## src/rtl/pllc_pkg.sv

```systemverilog
package pllc_pkg;

    // Test decoder states derived from test enable and port bits P2/P3.
    typedef enum logic [1:0] {
        TM_OFF    = 2'd0,
        TM_PUMP   = 2'd1,
        TM_ROUTE  = 2'd2,
        TM_LOCKED = 2'd3
    } tmode_e;

    // Reference divide ratio per mode; unused codes fall back to mode 0.
    function automatic int mode_ratio(input logic [2:0] m);
        case (m)
            3'd1:    return 2048;
            3'd2:    return 1024;
            3'd3:    return 1280;
            3'd4:    return 512;
            default: return 640;
        endcase
    endfunction

endpackage

```

## src/rtl/pllc_ref_div.sv

```systemverilog
// Reference divider: counts reference cycles down from the mode ratio and
// flags the terminal count as the comparison event. Assumes CNT_W holds the
// largest ratio. The ratio is re-read only at terminal count.
module pllc_ref_div
    import pllc_pkg::*;
#(
    parameter int CNT_W = 12
) (
    input  logic       clk,
    input  logic       rst_n,
    input  logic [2:0] mode,
    output logic       cmp_tick,
    output logic       cmp_clk
);
    logic [CNT_W-1:0] ratio_sel;
    logic [CNT_W-1:0] ratio_q;
    logic [CNT_W-1:0] cnt_q;

    assign ratio_sel = CNT_W'(mode_ratio(mode));

    // Down-counter with reload of the current mode ratio at zero.
    always_ff @(posedge clk) begin
        if (!rst_n) begin
            ratio_q <= ratio_sel;
            cnt_q   <= ratio_sel - CNT_W'(1);
        end else if (cnt_q == '0) begin
            ratio_q <= ratio_sel;
            cnt_q   <= ratio_sel - CNT_W'(1);
        end else begin
            cnt_q <= cnt_q - CNT_W'(1);
        end
    end

    assign cmp_tick = (cnt_q == '0);
    assign cmp_clk  = (cnt_q < (ratio_q >> 1));

endmodule

```

## src/rtl/pllc_fb_div.sv

```systemverilog
// Feedback divider: synchronises the prescaled RF signal, detects its rising
// edges and emits one registered event every `divisor` edges. Assumes RF
// toggles slower than half the reference rate. A divisor of 0 acts as 1.
module pllc_fb_div #(
    parameter int DIV_W       = 15,
    parameter int SYNC_STAGES = 2
) (
    input  logic             clk,
    input  logic             rst_n,
    input  logic             rf_in,
    input  logic [DIV_W-1:0] divisor,
    output logic             fb_tick,
    output logic             fb_half
);
    logic [SYNC_STAGES:0] sync_q;
    logic                 rf_rise;
    logic [DIV_W-1:0]     load_val;
    logic [DIV_W-1:0]     cnt_q;

    // Synchroniser chain plus one extra stage for edge detection.
    genvar g;
    generate
        for (g = 0; g <= SYNC_STAGES; g++) begin : g_sync
            if (g == 0) begin : g_first
                // First stage samples the asynchronous RF input.
                always_ff @(posedge clk) begin
                    if (!rst_n) sync_q[0] <= 1'b0;
                    else        sync_q[0] <= rf_in;
                end
            end else begin : g_next
                // Later stages shift the sampled value along.
                always_ff @(posedge clk) begin
                    if (!rst_n) sync_q[g] <= 1'b0;
                    else        sync_q[g] <= sync_q[g-1];
                end
            end
        end
    endgenerate

    assign rf_rise  = sync_q[SYNC_STAGES-1] & ~sync_q[SYNC_STAGES];
    assign load_val = (divisor == '0) ? '0 : divisor - DIV_W'(1);

    // Edge counter with reload at terminal count; event and half-rate toggle.
    always_ff @(posedge clk) begin
        if (!rst_n) begin
            cnt_q   <= load_val;
            fb_tick <= 1'b0;
            fb_half <= 1'b0;
        end else begin
            fb_tick <= 1'b0;
            if (rf_rise) begin
                if (cnt_q == '0) begin
                    cnt_q   <= load_val;
                    fb_tick <= 1'b1;
                    fb_half <= ~fb_half;
                end else begin
                    cnt_q <= cnt_q - DIV_W'(1);
                end
            end
        end
    end

endmodule

```

## src/rtl/pllc_pfd.sv

```systemverilog
// Phase-frequency detector: a comparison event sets up, a feedback event sets
// down, and when both are pending both clear. Up and down never coexist.
module pllc_pfd (
    input  logic clk,
    input  logic rst_n,
    input  logic ref_tick,
    input  logic fb_tick,
    output logic up,
    output logic dn
);
    logic up_n;
    logic dn_n;

    // Next-state of the two request flops with mutual reset.
    always_comb begin
        up_n = up | ref_tick;
        dn_n = dn | fb_tick;
        if (up_n && dn_n) begin
            up_n = 1'b0;
            dn_n = 1'b0;
        end
    end

    // Request registers.
    always_ff @(posedge clk) begin
        if (!rst_n) begin
            up <= 1'b0;
            dn <= 1'b0;
        end else begin
            up <= up_n;
            dn <= dn_n;
        end
    end

endmodule

```

## src/rtl/pllc_lock_det.sv

```systemverilog
// Lock detector: measures each pump request in reference cycles. A request
// reaching WIN cycles is "wide" and drops lock at once; PERIODS consecutive
// comparison periods without a wide request declare lock.
module pllc_lock_det #(
    parameter int WIN     = 16,
    parameter int PERIODS = 8
) (
    input  logic clk,
    input  logic rst_n,
    input  logic up,
    input  logic dn,
    input  logic ref_tick,
    output logic wide,
    output logic locked
);
    localparam int WID_W = $clog2(WIN + 1);
    localparam int CNT_W = $clog2(PERIODS + 1);

    logic             active;
    logic [WID_W-1:0] wid_q;
    logic [CNT_W-1:0] good_q;
    logic             bad_q;

    assign active = up | dn;
    assign wide   = (wid_q == WID_W'(WIN));

    // Saturating width counter of the current pump request.
    always_ff @(posedge clk) begin
        if (!rst_n)                     wid_q <= '0;
        else if (!active)               wid_q <= '0;
        else if (wid_q != WID_W'(WIN))  wid_q <= wid_q + WID_W'(1);
    end

    // Marks the current comparison period as spoiled by a wide request.
    always_ff @(posedge clk) begin
        if (!rst_n)        bad_q <= 1'b0;
        else if (wide)     bad_q <= 1'b1;
        else if (ref_tick) bad_q <= 1'b0;
    end

    // Clean-period counter and lock flag.
    always_ff @(posedge clk) begin
        if (!rst_n) begin
            good_q <= '0;
            locked <= 1'b0;
        end else if (wide) begin
            good_q <= '0;
            locked <= 1'b0;
        end else if (ref_tick) begin
            if (bad_q) begin
                good_q <= '0;
                locked <= 1'b0;
            end else begin
                if (good_q != CNT_W'(PERIODS)) good_q <= good_q + CNT_W'(1);
                if (good_q >= CNT_W'(PERIODS - 1)) locked <= 1'b1;
            end
        end
    end

endmodule

```

## src/rtl/pllc_core.sv

```systemverilog
// PLL control core top: reference and feedback dividers, phase-frequency
// detector, lock detector, and the test and disable overrides on the outputs.
// Assumes one reference clock domain; rf_in is asynchronous and slow.
module pllc_core
    import pllc_pkg::*;
#(
    parameter int REF_CNT_W   = 12,
    parameter int DIV_W       = 15,
    parameter int SYNC_STAGES = 2,
    parameter int LOCK_WIN    = 16,
    parameter int LOCK_PERIODS = 8
) (
    input  logic             clk,
    input  logic             rst_n,
    input  logic [2:0]       mode,
    input  logic             rf_in,
    input  logic [DIV_W-1:0] divisor,
    input  logic [3:0]       port_bits,
    input  logic             test_en,
    input  logic             pump_dis,
    output logic             pump_up,
    output logic             pump_dn,
    output logic             pump_hi,
    output logic             lock_flag,
    output logic [3:0]       port_on
);
    logic   cmp_tick;
    logic   cmp_clk;
    logic   fb_tick;
    logic   fb_half;
    logic   pfd_up;
    logic   pfd_dn;
    logic   pulse_wide;
    logic   lock_q;
    tmode_e tmode;
    logic   up_sel;
    logic   dn_sel;

    pllc_ref_div #(.CNT_W(REF_CNT_W)) u_ref (
        .clk      (clk),
        .rst_n    (rst_n),
        .mode     (mode),
        .cmp_tick (cmp_tick),
        .cmp_clk  (cmp_clk)
    );

    pllc_fb_div #(.DIV_W(DIV_W), .SYNC_STAGES(SYNC_STAGES)) u_fb (
        .clk     (clk),
        .rst_n   (rst_n),
        .rf_in   (rf_in),
        .divisor (divisor),
        .fb_tick (fb_tick),
        .fb_half (fb_half)
    );

    pllc_pfd u_pfd (
        .clk      (clk),
        .rst_n    (rst_n),
        .ref_tick (cmp_tick),
        .fb_tick  (fb_tick),
        .up       (pfd_up),
        .dn       (pfd_dn)
    );

    pllc_lock_det #(.WIN(LOCK_WIN), .PERIODS(LOCK_PERIODS)) u_lock (
        .clk      (clk),
        .rst_n    (rst_n),
        .up       (pfd_up),
        .dn       (pfd_dn),
        .ref_tick (cmp_tick),
        .wide     (pulse_wide),
        .locked   (lock_q)
    );

    // Test code decode from enable, P2 and P3.
    always_comb begin
        if (!test_en)           tmode = TM_OFF;
        else if (!port_bits[2]) tmode = TM_PUMP;
        else if (port_bits[3])  tmode = TM_LOCKED;
        else                    tmode = TM_ROUTE;
    end

    // Pump direction and current with test forcing; disable has last word.
    always_comb begin
        if (tmode == TM_PUMP) begin
            up_sel  = port_bits[3];
            dn_sel  = ~port_bits[3];
            pump_hi = ~port_bits[1];
        end else begin
            up_sel  = pfd_up;
            dn_sel  = pfd_dn;
            pump_hi = ~lock_q;
        end
        pump_up = up_sel & ~pump_dis;
        pump_dn = dn_sel & ~pump_dis;
    end

    // Lock flag and port outputs with test forcing and clock routing.
    always_comb begin
        lock_flag = lock_q;
        port_on   = port_bits;
        case (tmode)
            TM_ROUTE: begin
                lock_flag = 1'b0;
                port_on   = {fb_half, cmp_clk, port_bits[1:0]};
            end
            TM_LOCKED: lock_flag = 1'b1;
            default: ;
        endcase
    end

endmodule

```

## config.mk

```make
export PLATFORM = sky130hd
export DESIGN_NAME = pllc_core
export DESIGN_NICKNAME = d
export VERILOG_FILES = /design/src/rtl/pllc_pkg.sv /design/src/rtl/pllc_ref_div.sv /design/src/rtl/pllc_fb_div.sv /design/src/rtl/pllc_pfd.sv /design/src/rtl/pllc_lock_det.sv /design/src/rtl/pllc_core.sv
export SDC_FILE = /design/constraint.sdc
export NUM_CORES = 1
export LEC_CHECK = 0
export ABC_CLOCK_PERIOD_IN_PS = 3360
export BUFFER_PORTS_ARGS = -buffer_cell sky130_fd_sc_hd__buf_2
export CAP_MARGIN = 20
export CORE_UTILIZATION = 41
export DETAILED_ROUTE_END_ITERATION = 8
export HOLD_SLACK_MARGIN = 0.03
export PLACE_DENSITY_LB_ADDON = 0.08
export SLEW_MARGIN = 20
export SYNTH_ARGS = -nofsm -noshare
export SYNTH_HDL_FRONTEND = slang
export SYNTH_SLANG_ARGS = --single-unit
```

## constraint.sdc

```tcl
create_clock -name clk -period 3.36 [get_ports clk]
set_input_delay 0.84 -clock clk [delete_from_list [all_inputs] [get_ports clk]]
set_output_delay 0.84 -clock clk [all_outputs]
set_load 0.05 [all_outputs]
```

* Word-level counts from Yosys, hierarchy flattened *
Cells that the tools add are included.

word-level totals
  bits of input ports = 27
  logic and storage cells = 85
  ROM bits = 0
  memories = 0
  memory bits (writable) = 0
  bits in latches = 0
  flip-flop bits (word level) = 57
  output and inout port bits = 8

cells by class
  order comparisons = 2
  multiply operators = 0
  add/sub/neg operators = 6
  equality and inequality tests = 12
  reduce and logical (&&, ||, !) cells = 14
  div/mod/pow operators = 0
  bitwise gates (word level) = 13
  multiplexer cells = 24
  shift-type cells = 0

operators with widths
  kind                                                                                  count
  15-bit two-way mux                                                                    4
  12-bit two-way mux                                                                    4
  12-bit one-hot mux with 4 select lines                                                1
  15-bit logical NOT                                                                    2
  15-bit by 1-bit subtractor with 15-bit output (second input constant)                 2
  12-bit by 1-bit subtractor with 12-bit output (second input constant)                 2
  12-bit logical NOT                                                                    1
  12-bit by 11-bit < comparator with 1-bit output                                       1
  4-bit two-way mux                                                                     3
  2-bit AND reduction                                                                   5
  1-bit two-way mux                                                                     9
  1-bit NOT                                                                             7
  3-bit by 2-bit == test with 1-bit output (second input constant)                      2
  2-bit nonzero test                                                                    3
  5-bit by 1-bit adder with 5-bit output (second input constant)                        1
  5-bit == test (second input constant)                                                 1
  5-bit inequality test (second input constant)                                         1
  4-bit by 1-bit adder with 4-bit output (second input constant)                        1
  2-bit == test (second input constant)                                                 2
  4-bit by 3-bit greater-or-equal comparator with 1-bit output (second input constant)  1
  2-bit two-way mux                                                                     2
  2-bit by 1-bit inequality test with 1-bit output (second input constant)              2
  4-bit inequality test (second input constant)                                         1
  2-bit OR reduction                                                                    2
  other kinds (7)                                                                       11

* Depth between registers and ports, before layout *
Gate-level depths: netlist (run 1).

  word-level depth = 6
  depth in mapped cells = 11
  depth with buffers taken out = 9

* Cells and area by module *
Synthesis (run 1) repeated with hierarchy kept, for this count alone.

unflattened totals
  cells, all modules = 298
  area total of the unflattened synthesis = 2984.1 um^2

modules (own cells, without submodules)
  module         times used  cells each  sequential area each (um^2)  area an instance (um^2)
  pllc_fb_div    1           126         550.5                        1333.8
  pllc_ref_div   1           90          390.4                        887.1
  pllc_lock_det  1           61          220.2                        564.3
  pllc_core      1           15          0.0                          130.1
  pllc_pfd       1           6           40.0                         68.8

* Worst setup path after synthesis (run 1) *
OpenSTA, ideal clock, no wires.

  path type = register -> output
  start = reg u_ref.cnt_q[7]
  end = out port_on[2]
  path slack = 590 ps
  path buffers = 0
  stages on the path, launching flop included = 6
  data required time = 2520 ps
  data arrival time = 1930 ps
  path through = dfxtp_1 > ha_1 > a21o_1 > a21o_1 > a21o_1 > a31oi_1

between the ends
  longest elaborated chain between the ends = 2

RTL lines
  item                                             line                text
  from (decl)                                      pllc_ref_div.sv:17  logic [CNT_W-1:0] cnt_q;
  from (signal assigned)                           pllc_ref_div.sv:25  cnt_q <= ratio_sel - CNT_W'(1);
  from (signal assigned)                           pllc_ref_div.sv:28  cnt_q <= ratio_sel - CNT_W'(1);
  from (signal assigned)                           pllc_ref_div.sv:30  cnt_q <= cnt_q - CNT_W'(1);
  12-bit by 11-bit < comparator with 1-bit output  pllc_ref_div.sv:35  assign cmp_clk = (cnt_q < (ratio_q >> 1));
  4-bit two-way mux                                pllc_core.sv:102    case (tmode)
  to (decl)                                        pllc_core.sv:25     output logic [3:0] port_on

Every way passes these cells.

* Final worst setup path (run 1) *
  start = reg u_fb.cnt_q[0]
  end = reg u_fb.cnt_q[6], data pin

between the ends
  longest elaborated chain between the ends = 4
  elaborated cells between the ends (all ways) = 5
  those cells by class = 1 x add/sub; 3 x mux; 1 x reduce/logical

RTL lines
  item                                                                                 line                                  text
  from (decl)                                                                          pllc_fb_div.sv:18                     logic [DIV_W-1:0] cnt_q;
  from (signal assigned)                                                               pllc_fb_div.sv:46                     cnt_q <= load_val;
  from (signal assigned)                                                               pllc_fb_div.sv:53                     cnt_q <= load_val;
  from (signal assigned)                                                               pllc_fb_div.sv:57                     cnt_q <= cnt_q - DIV_W'(1);
  15-bit by 1-bit subtractor with 15-bit output or 15-bit logical NOT (tied branches)  pllc_fb_div.sv:57, pllc_fb_div.sv:52
  15-bit two-way mux (*)                                                               pllc_fb_div.sv:52                     if (cnt_q == '0) begin
  15-bit two-way mux (*)                                                               pllc_fb_div.sv:51                     if (rf_rise) begin
  15-bit two-way mux (*)                                                               pllc_fb_div.sv:45                     if (!rst_n) begin

Every way passes the cells marked *; elsewhere a longest branch is shown, timed or not. The select of a mux whose other input is x is not followed.
A chain may end at the register's enable or synchronous reset.

==> impl_metrics.json, run 1 <==
{
  "setup.worst_path.end_class": "register",
  "cts.repair_timing.setup_buffer_count": 0,
  "postCtsHoldBufs": 0,
  "ant_nets": 0,
  "post-synth-top-area-fraction": 0.214,
  "worst_vdd_drop_uv": 172,
  "dr_wl_met3_um": 154,
  "die_h_um": 84.8,
  "drt_first_iter_violations": 92,
  "via_count_of_the_first_global_routing_pass": 1950,
  "avgViaCountPerCell": 5.19,
  "avgSynthCellArea_um2": 9.69,
  "place_congestion": 0.742,
  "multiInputGateArea_mm2": 0.00149,
  "clkLatencyLatePin_ps": 310,
  "cellPowerDensity_mw_per_mm2": 417,
  "grt_antenna_before_repair": 0,
  "setup_viol": 0,
  "layout_worst_path_cycle_share": 0.852,
  "wirelength_met1_um": 3160,
  "die_area_mm2": 0.00719,
  "post_drt_wl_per_cell_um": 14.1,
  "placementRows": 29,
  "finalNetCount": 364,
  "antennaDiodeCount": 0,
  "worst_slew_pin_slew_ps": 737,
  "fmaxAchievable_ghz": 0.349,
  "timing.final.hold_violations": 0,
  "clkPwrFrac": 0.332,
  "timing.slew.headroom": 0.505,
  "hold_path_class": "register to register",
  "io_buffer_count": 32,
  "detailed_placement_hpwl_um": 4230,
  "cp_data_required_time_ps": 3510,
  "final_layout_size_suffix_gt1_frac": 0.181,
  "pin_count_of_the_biggest_net_entering_global_routing": 18,
  "top_cells_by_area_synth": "sky130_fd_sc_hd__dfxtp_1 21%, sky130_fd_sc_hd__edfxtp_1 21%, sky130_fd_sc_hd__xnor2_1 6.5%, sky130_fd_sc_hd__ha_1 5.3%, sky130_fd_sc_hd__xor2_1 5.3%",
  "yosys.cell_types.count": 47,
  "rsz_0062_raised_after_global_routing": "false",
  "final_critical_period_ps": 2860,
  "totalNegativeSetupSlack_ps": 0,
  "synth.yosys.seq_area_share": 0.427,
  "net-switching-power_mw": 0.347,
  "worstSetupStartpointType": "register",
  "area.sequential_mm2": 0.00120,
  "drt-total-wl_um": 5700,
  "routed.top_layer": "met4",
  "cts-htree-levels": 2,
  "route.vias.total": 2091,
  "synth_cells": 290,
  "netSwitchingFraction": 0.263,
  "maxSlewViolCount": 0,
  "grt_pass1_wl_um": 9520,
  "power.combinational.fraction": 0.136,
  "tritoncts_sinks": 50,
  "layout.core_utilization": 0.487,
  "die_w_um": 84.8,
  "wl_met2_um": 2320,
  "remaining_drc_errors": 0,
  "clk_pin_slew_ps": 100,
  "clockBufferDepth": 2,
  "path_class": "register to register",
  "cell_internal_pwr_mw": 0.973,
  "critical_path.max_fanout": 14,
  "detailedRoute.firstPassIterationCount": 6,
  "power.share.sequential": 0.533,
  "post_cts.resized_instances": 0,
  "cts_buffers": 5,
  "floorplan.initialDensity": 0.433,
  "run_status": "complete, no violations",
  "total_routing_resource_utilization_after_global_routing": 0.169,
  "synthesis.area_mm2": 0.00281,
  "pin_count": 35,
  "finalClockSkew_ps": 11.9,
  "p_leak_nw": 1.22,
  "tritoncts_clock_tree": "built",
  "nFillCells": 625,
  "yosysTopAreaCell": "sky130_fd_sc_hd__dfxtp_1",
  "grt_overflow": 0,
  "cts.root.buffer_cell": "sky130_fd_sc_hd__clkbuf_8",
  "synthesis.nets": 329,
  "drv.max_cap_violation_count": 0,
  "core_region_area_mm2": 0.00649,
  "critPathArrivalTime_ps": 3020,
  "area_delta_synth_final_pct": 12.5,
  "power.total_mw": 1.32,
  "yosysWarnings": 0,
  "flop_and_latch_count_out_of_synthesis": 50
}
## worst max-delay path, stage by stage, from the launching register on
cell	delay [ps]
sky130_fd_sc_hd__edfxtp_1	440
sky130_fd_sc_hd__inv_1	80
sky130_fd_sc_hd__ha_1	180
sky130_fd_sc_hd__or4b_1	480
sky130_fd_sc_hd__or4_1	580
sky130_fd_sc_hd__o41ai_4	360
sky130_fd_sc_hd__buf_4	230
sky130_fd_sc_hd__nand2_4	150
sky130_fd_sc_hd__o22ai_2	210
## power by group through the flow
stage               clock [mW]  combinational (mW)  sequential, mW
floorplan                    0               0.131           0.708
detailed placement           0               0.180           0.717
global placement             0               0.179           0.717
global route             0.472               0.200           0.709
CTS                      0.447               0.181           0.703
finish                   0.437               0.179           0.703
## per-layer routing
layer / GRT usage / vias up
li1: - / 1097
met1: 0.260 / 959
met2: 0.242 / 30
met3: 0.0292 / 5
met4: 0.0462 / 0
met5: 0 / -
## stage by stage
step                area [um^2]  worst slack [ps]  cells  hold slack (ps)
finish                     3160               496    403              421
global route               3160               313    403              449
CTS                        3160               475    403              423
detailed placement         3050               487    395              401
global placement           3050               516    395              396
floorplan                  2810               590    290              382
## sequential cells by signal, summed over array words and instances (netlist names)
signal	cells
u_fb.fb_tick	1
u_ref.ratio_q	5
u_pfd.dn	1
u_fb.fb_half	1
u_lock.locked	1
u_fb.cnt_q	15
u_lock.wid_q	5
u_lock.good_q	4
u_pfd.up	1
u_ref.cnt_q	12
u_fb.sync_q	3
u_lock.bad_q	1
## cell families (layout without fill, tap and decap cells)
family	Yosys count	in the layout	share of synthesized area
buf+inv	27	63	0.0432
xor+xnor	38	38	0.118
fa+ha+maj	12	12	0.0534
simple gates	110	110	0.210
compound gates	49	49	0.133
mux	4	4	0.0147
flops	50	50	0.427
## cells in the final DEF (no fill, tap or decap), drive strengths merged, types with 4 or more instances in the layout
cell     n
edfxtp  20
nand2   16
nand2b   7
a21o     5
o22ai   12
buf     37
nor4     9
nand3   10
nor3    10
or3      4
clkbuf   5
dfxtp   30
inv     18
ha      12
xnor2   21
nor2    25
o21ai   10
and2     6
nor2b    8
xor2    17
o31ai    5
a21oi    7
## final timing paths
| kind | start | end | slack [ps] | cells after the start |
|---|---|---|---|---|
| setup / recovery | u_fb.cnt_q[0] | u_fb.cnt_q[6] | 500 | 8 |
| hold / removal | u_ref.cnt_q[0] | u_ref.cnt_q[0] | 420 | 1 |
| setup reg to reg | u_fb.cnt_q[0] | u_fb.cnt_q[6] | 500 | 8 |
| hold reg to reg | u_ref.cnt_q[0] | u_ref.cnt_q[0] | 420 | 1 |
## cell usage after synthesis, drive strengths merged
cell type   n
edfxtp     20
dfxtp      30
ha         12
and2        6
a21o        5
or3         4
inv        17
nor3       10
nand3      10
xnor2      21
or3b        1
or2         2
o22ai      12
a21oi       7
or4         3
nand2b      7
clkinv      1
o31ai       5
buf         5
a211oi      2
nor3b       2
mux2i       3
a311oi      1
nor4bb      1
xor2       17
nand3b      3
nand2      16
nand4       2
mux2        1
nor4        9
o311ai      1
o21a        1
o41ai       1
nor2b       8
o21ai      10
o32ai       1
o211a       1
or4b        1
clkbuf      4
a31oi       1
nor2       25
a31o        1
## layout make-up
type                            count  share of cell area
Sequential cell                    50               0.380
Clock buffer                        5              0.0217
Multi-Input combinational cell    213               0.471
Tap cell                           77              0.0304
Clock inverter                      3              0.0138
Inverter                           18              0.0214
Timing Repair Buffer               37              0.0625
No activity file was read; power rests on OpenSTA's default activity.
==> inputs of run 2 (changes only) <==
--- a/config.mk
+++ b/config.mk
@@ -14,2 +14,3 @@
 export PLACE_DENSITY_LB_ADDON = 0.08
+export REMOVE_ABC_BUFFERS = 1
 export SLEW_MARGIN = 20
==> constraint.sdc (replaced) <==
create_clock -name clk -period 3.36 [get_ports clk]
set_input_delay 1.008 -clock clk [delete_from_list [all_inputs] [get_ports clk]]
set_output_delay 1.008 -clock clk [all_outputs]
set_load 0.05 [all_outputs]
==> run 2 against run 1 <==
Net effect:
- sequential share of layout area is 0.15 points higher
- the flow now finishes with violations (design-rule violations)
- critical path depth shrank 2
- non-clock buffer count rose by 1
- routed wire length is 0.18% lower
- power fell by 5.3%
- flip-flop and latch count unchanged
- clock skew increased by 1.1 ps
- worst hold slack better by 5.5 ps
- count of clock-buffer cells in the layout did not move
- global-route usage fell by 0.17 points
- worst setup slack got worse by 130 ps
==> impl_metrics.json, run 2 (same netlist as run 1, synthesis figures left out) <==
{
  "run_status": "finished with violations",
  "violations_in_the_final_reports": "design-rule violations",
  "netSwitchingFraction": 0.280,
  "remaining_drc_errors": 3,
  "layout.cells.most_common": "sky130_fd_sc_hd__buf_2",
  "critical_path.max_fanout": 6,
  "nFillCells": 616,
  "tritoncts_sinks": 50,
  "postCtsHoldBufs": 0,
  "cts.repair_timing.setup_buffer_count": 0,
  "hold_path_class": "register to register",
  "path_class": "register to output port",
  "area_delta_synth_final_pct": 12.1,
  "clkLatencyLatePin_ps": 310,
  "pin_count_of_the_biggest_net_entering_global_routing": 18,
  "clkPwrFrac": 0.292,
  "rrSetupSlack_ps": 440,
  "rsz_0062_raised_after_global_routing": "false",
  "finalClockSkew_ps": 13.1,
  "min-delay-start": "u_ref.cnt_q[0]",
  "most_used_cells_in_the_layout_excluding_fill_and_tap_cells": "32 x sky130_fd_sc_hd__buf_2, 30 x sky130_fd_sc_hd__dfxtp_1, 24 x sky130_fd_sc_hd__nor2_1",
  "io_buffer_count": 32,
  "die_h_um": 84.8,
  "drt-total-wl_um": 5690,
  "layout_worst_path_cycle_share": 0.890,
  "final_layout_size_suffix_gt1_frac": 0.183,
  "detailed_placement_hpwl_um": 4340,
  "whs_endpoint": "u_ref.cnt_q[0]",
  "crit-reg2reg-capture": "u_fb.cnt_q[7]",
  "cp_data_required_time_ps": 2350,
  "finalNetCount": 365,
  "worst_vdd_drop_uv": 181,
  "pin_count": 35,
  "maxSlewViolCount": 0,
  "timing.slew.headroom": 0.465,
  "layout.core_utilization": 0.485,
  "cts-htree-levels": 2,
  "power.combinational.fraction": 0.146,
  "net-switching-power_mw": 0.350,
  "core_region_area_mm2": 0.00649,
  "critPathArrivalTime_ps": 1980,
  "p_leak_nw": 1.21,
  "detailedRoute.firstPassIterationCount": 6,
  "final_critical_period_ps": 2990,
  "drt_first_iter_violations": 138,
  "totalNegativeSetupSlack_ps": 0,
  "cts.root.buffer_cell": "sky130_fd_sc_hd__clkbuf_8",
  "grt_antenna_before_repair": 0,
  "cellPowerDensity_mw_per_mm2": 397,
  "worst_slew_pin_slew_ps": 797,
  "finalInstanceArea_mm2": 0.00315,
  "floorplan.initialDensity": 0.433,
  "worstSetupStartpointType": "register",
  "top_regs": "u_fb.cnt_q: 15 flops, u_ref.cnt_q: 12 flops",
  "post_cts.resized_instances": 0,
  "largest_register_ff_count": 15,
  "number_of_cells_on_the_worst_reg_to_reg_path": 8,
  "tritoncts_clock_tree": "built",
  "worstReg2RegStart": "u_fb.cnt_q[0]",
  "grt_pass1_wl_um": 9590,
  "setup.worst_path.end_class": "output port",
  "drv.max_cap_violation_count": 0,
  "setup_viol": 0,
  "avgViaCountPerCell": 5.22,
  "timing.final.hold_violations": 0,
  "placementRows": 29,
  "ant_nets": 0,
  "regMostFlops": "u_fb.cnt_q",
  "place_congestion": 0.786,
  "total_routing_resource_utilization_after_global_routing": 0.167,
  "cell_internal_pwr_mw": 0.900,
  "timing.hold.worst_path_depth": 1,
  "fmaxAchievable_ghz": 0.334,
  "via_count_of_the_first_global_routing_pass": 2011,
  "antennaDiodeCount": 0,
  "die_area_mm2": 0.00719,
  "clockBufferDepth": 2,
  "cts_buffers": 5,
  "post_drt_wl_per_cell_um": 14.1,
  "clk_pin_slew_ps": 100,
  "power.share.sequential": 0.562,
  "route.vias.total": 2109,
  "die_w_um": 84.8,
  "grt_overflow": 0,
  "place_area_mm2": 0.00306
}
-- run 2: critical path: stages, from the launching register on --
cell and delay, ps:
sky130_fd_sc_hd__dfxtp_1 450, sky130_fd_sc_hd__ha_1 270, sky130_fd_sc_hd__a21o_1 160, sky130_fd_sc_hd__a21o_1 170, sky130_fd_sc_hd__a21o_1 180, sky130_fd_sc_hd__a31oi_1 160, sky130_fd_sc_hd__buf_2 280
-- run 2: metrics by stage --
step                      power, mW  cells  worst slack (ps)  hold slack [ps]
final                          1.25    404               370              427
after CTS                      1.27    404               344              432
after floorplan               0.829    281               289              382
after global routing           1.31    404               258              453
after global placement        0.896    396               443              398
after detailed placement      0.899    396               447              406
-- run 2: how the worst max path moves through the flow --
stage / end / slack, ps / cells past startpoint / from
final: port_on[2] / 370 / 6 / u_ref.cnt_q[7]
after global routing: port_on[2] / 260 / 6 / u_ref.cnt_q[7]
after CTS: port_on[2] / 340 / 6 / u_ref.cnt_q[7]
after detailed placement: u_fb.cnt_q[7] / 450 / 8 / u_fb.cnt_q[0]
after global placement: u_fb.cnt_q[7] / 440 / 8 / u_fb.cnt_q[0]
after floorplan: port_on[2] / 290 / 4 / test_en
-- run 2: routing by layer --
layer / routed length (um) / vias up / part of all wire / global-route usage
li1: - / 1101 / - / -
met1: 3230 / 959 / 0.57 / 0.262
met2: 2220 / 45 / 0.39 / 0.237
met3: 201 / 4 / 0.035 / 0.0331
met4: 38 / 0 / 0.0067 / 0.0339
met5: 0 / - / 0 / 0
-- run 2: cell type report --
type                    instances  area (um^2)  area share
clock buffers                   5         68.8      0.0218
inverters                      18         67.6      0.0214
flip-flops and latches         50         1200       0.381
repair buffers                 38          205      0.0651
clock inverters                 3         23.8     0.00754
multi-input cells             213         1490       0.472
well taps                      77         96.3      0.0306
-- run 2: power by group through the flow --
stage	Combinational [mW]	Sequential, mW	Clock [mW]
finish	0.183	0.702	0.365
global route	0.203	0.708	0.402
CTS	0.184	0.702	0.382
detailed placement	0.183	0.716	0
global placement	0.181	0.716	0
floorplan	0.121	0.708	0
==> inputs of run 3 (changes only) <==
- PLACE_DENSITY: not set -> 0.67
- PLACE_DENSITY_LB_ADDON: 0.08 -> not set
- SYNTH_HIERARCHICAL: not set -> 1
==> run 3 against run 2 <==
Net effect:
- the run now ends clean
- flip-flop and latch count unchanged
- final area increased by 4.7%
- via count increased by 5.8%
- non-clock buffer count down 4
- power down 1.4%
==> impl_metrics.json, run 3 <==
{
  "run_status": "complete, no violations",
  "grt_pass1_wl_um": 9460,
  "antennaDiodeCount": 0,
  "p_leak_nw": 1.24,
  "timing.final.hold_violations": 0,
  "die_area_mm2": 0.00762,
  "setup.worst_path.end_class": "output port",
  "rsz_0062_raised_after_global_routing": "false",
  "top_regs": "u_fb/cnt_q: 15 flops, u_ref/cnt_q: 12 flops",
  "layout.core_utilization": 0.478,
  "power.share.sequential": 0.569,
  "pin_count_of_the_biggest_net_entering_global_routing": 18,
  "finalClockSkew_ps": 12.1,
  "nFillCells": 701,
  "crit-reg2reg-capture": "u_fb/cnt_q[6]",
  "flop_and_latch_count_out_of_synthesis": 50,
  "yosys.cell_types.count": 61,
  "post_cts.resized_instances": 0,
  "clockBufferDepth": 2,
  "remaining_drc_errors": 0,
  "yosys-top-cells-count": "30 x sky130_fd_sc_hd__dfxtp_1, 29 x sky130_fd_sc_hd__nor2_1, 21 x sky130_fd_sc_hd__xnor2_1",
  "pin_count": 35,
  "number_of_cells_on_the_worst_reg_to_reg_path": 5,
  "timing.hold.worst_path_depth": 1,
  "layout_worst_path_cycle_share": 0.858,
  "core_region_area_mm2": 0.00691,
  "place_congestion": 0.776,
  "synth_enable_flop_cells": 20,
  "ys_async_sr_fraction": 0,
  "finalNetCount": 371,
  "clk_pin_slew_ps": 90,
  "tritoncts_clock_tree": "built",
  "worstReg2RegStart": "u_fb/cnt_q[2]",
  "detailed_placement_hpwl_um": 4140,
  "cell_internal_pwr_mw": 0.908,
  "top_cells_by_area_synth": "sky130_fd_sc_hd__dfxtp_1 20%, sky130_fd_sc_hd__edfxtp_1 20%, sky130_fd_sc_hd__xnor2_1 6.2%, sky130_fd_sc_hd__ha_1 5.0%, sky130_fd_sc_hd__xor2_1 3.8%",
  "synthesis.area_mm2": 0.00298,
  "cp_data_required_time_ps": 2350,
  "cts_buffers": 5,
  "clkLatencyLatePin_ps": 300,
  "maxSlewViolCount": 0,
  "fmaxAchievable_ghz": 0.347,
  "multiInputGateArea_mm2": 0.00165,
  "yosysWarnings": 6,
  "grt_overflow": 0,
  "layout.cells.most_common": "sky130_fd_sc_hd__buf_2",
  "die_w_um": 87.3,
  "cellPowerDensity_mw_per_mm2": 374,
  "synth.yosys.seq_area_share": 0.403,
  "totalNegativeSetupSlack_ps": 0,
  "area_delta_synth_final_pct": 10.6,
  "synth_cells": 298,
  "min-delay-start": "u_ref/cnt_q[0]",
  "tritoncts_sinks": 50,
  "regMostFlops": "u_fb/cnt_q",
  "detailedRoute.firstPassIterationCount": 4,
  "timing.slew.headroom": 0.477,
  "cts-htree-levels": 2,
  "post_drt_wl_per_cell_um": 12.8,
  "area.sequential_mm2": 0.00120,
  "finalInstanceArea_mm2": 0.00330,
  "cts.repair_timing.setup_buffer_count": 0,
  "critPathArrivalTime_ps": 1870,
  "placementRows": 30,
  "avgViaCountPerCell": 5.20,
  "final_layout_size_suffix_gt1_frac": 0.207,
  "route.vias.total": 2231,
  "path_class": "register to output port",
  "drt-total-wl_um": 5500,
  "drv.max_cap_violation_count": 0,
  "rrSetupSlack_ps": 990,
  "drt_first_iter_violations": 107,
  "clkPwrFrac": 0.274,
  "worst_slew_pin_slew_ps": 773,
  "worstSetupStartpointType": "register",
  "via_count_of_the_first_global_routing_pass": 2153,
  "floorplan.initialDensity": 0.432,
  "hold_path_class": "register to register",
  "most_numerous_cell_in_the_yosys_netlist": "sky130_fd_sc_hd__dfxtp_1",
  "setup_viol": 0,
  "cts.root.buffer_cell": "sky130_fd_sc_hd__clkbuf_8",
  "final_critical_period_ps": 2880,
  "io_buffer_count": 32,
  "largest_register_ff_count": 15,
  "total_routing_resource_utilization_after_global_routing": 0.159,
  "critical_path.max_fanout": 5,
  "whs_endpoint": "u_ref/cnt_q[0]",
  "net-switching-power_mw": 0.325,
  "yosysTopAreaCell": "sky130_fd_sc_hd__dfxtp_1",
  "grt_antenna_before_repair": 0,
  "synth_ff_type": "sky130_fd_sc_hd__dfxtp_1",
  "place_area_mm2": 0.00322,
  "die_h_um": 87.3,
  "avgSynthCellArea_um2": 10.0,
  "worst_vdd_drop_uv": 172,
  "postCtsHoldBufs": 0,
  "power.combinational.fraction": 0.157,
  "ant_nets": 0,
  "most_used_cells_in_the_layout_excluding_fill_and_tap_cells": "32 x sky130_fd_sc_hd__buf_2, 30 x sky130_fd_sc_hd__dfxtp_1, 29 x sky130_fd_sc_hd__nor2_1",
  "netSwitchingFraction": 0.264,
  "post-synth-top-area-fraction": 0.201
}
## run 3: cell count changes after synthesis, moves of 3 or more
| cell | delta |
|---|---|
| sky130_fd_sc_hd__nor2_1 | +5 |
| sky130_fd_sc_hd__nor2b_1 | -6 |
| sky130_fd_sc_hd__o22ai_1 | -3 |
| sky130_fd_sc_hd__xor2_1 | -4 |
| sky130_fd_sc_hd__clkbuf_1 | -4 |
| sky130_fd_sc_hd__nor4_1 | -5 |
| sky130_fd_sc_hd__nor3_1 | +3 |
| sky130_fd_sc_hd__mux2i_1 | +7 |
| sky130_fd_sc_hd__nand3_1 | -3 |
| sky130_fd_sc_hd__o31ai_1 | -3 |
## run 3: metrics by stage
stage | hold WS, ps | instances | setup WS [ps] | power [mW]
floorplan | 372 | 291 | 118 | 0.843
global placement | 384 | 421 | 492 | 0.903
detailed placement | 390 | 421 | 450 | 0.910
CTS | 410 | 429 | 446 | 1.25
global route | 437 | 429 | 325 | 1.30
finish | 405 | 429 | 478 | 1.23
## run 3: cell families (layout without fill, tap and decap cells)
| kind of cell | Yosys count | after routing | share of synthesized area |
|---|---|---|---|
| xor+xnor | 34 | 34 | 0.0998 |
| simple gates | 117 | 117 | 0.236 |
| compound gates | 47 | 47 | 0.124 |
| mux | 12 | 12 | 0.0436 |
| flops | 50 | 50 | 0.403 |
| buf+inv | 26 | 61 | 0.0444 |
| fa+ha+maj | 12 | 12 | 0.0503 |
## run 3: per-layer routing
layer	track usage	share of wire
met5	0	0
met1	0.196	0.45
met2	0.276	0.50
met4	0.0492	0.011
met3	0.0351	0.035
## run 3: layout make-up
type,count,share of cell area
timing repair buffer,34,0.0531
tap,96,0.0364
inverter,19,0.0216
multi-input combinational,222,0.500
sequential,50,0.364
clock buffer,8,0.0246
## run 3: worst max-delay path by stage
| stage | start | to | slack, ps |
|---|---|---|---|
| 2_1_floorplan | test_en | pump_up | 120 |
| 3_3_place_gp | divisor[0] | u_fb/cnt_q[2] | 490 |
| 5_1_grt | u_ref/cnt_q[7] | port_on[2] | 320 |
| 3_5_place_dp | divisor[0] | u_fb/cnt_q[2] | 450 |
| 4_1_cts | u_ref/cnt_q[7] | port_on[2] | 450 |
| 6_report | u_ref/cnt_q[7] | port_on[2] | 480 |
## run 3: critical path, stage by stage (launching register included)
cell	delay, ps
sky130_fd_sc_hd__dfxtp_1	410
sky130_fd_sc_hd__ha_1	260
sky130_fd_sc_hd__a21o_1	160
sky130_fd_sc_hd__a21o_1	180
sky130_fd_sc_hd__a31oi_1	180
sky130_fd_sc_hd__o31a_1	130
sky130_fd_sc_hd__buf_2	250
## run 3: power groups by stage
stage               combinational, mW  sequential, mW  clock [mW]
finish                          0.193           0.702       0.338
global route                    0.217           0.706       0.375
global placement                0.188           0.715           0
detailed placement              0.194           0.716           0
CTS                             0.195           0.702       0.349
floorplan                       0.135           0.709           0
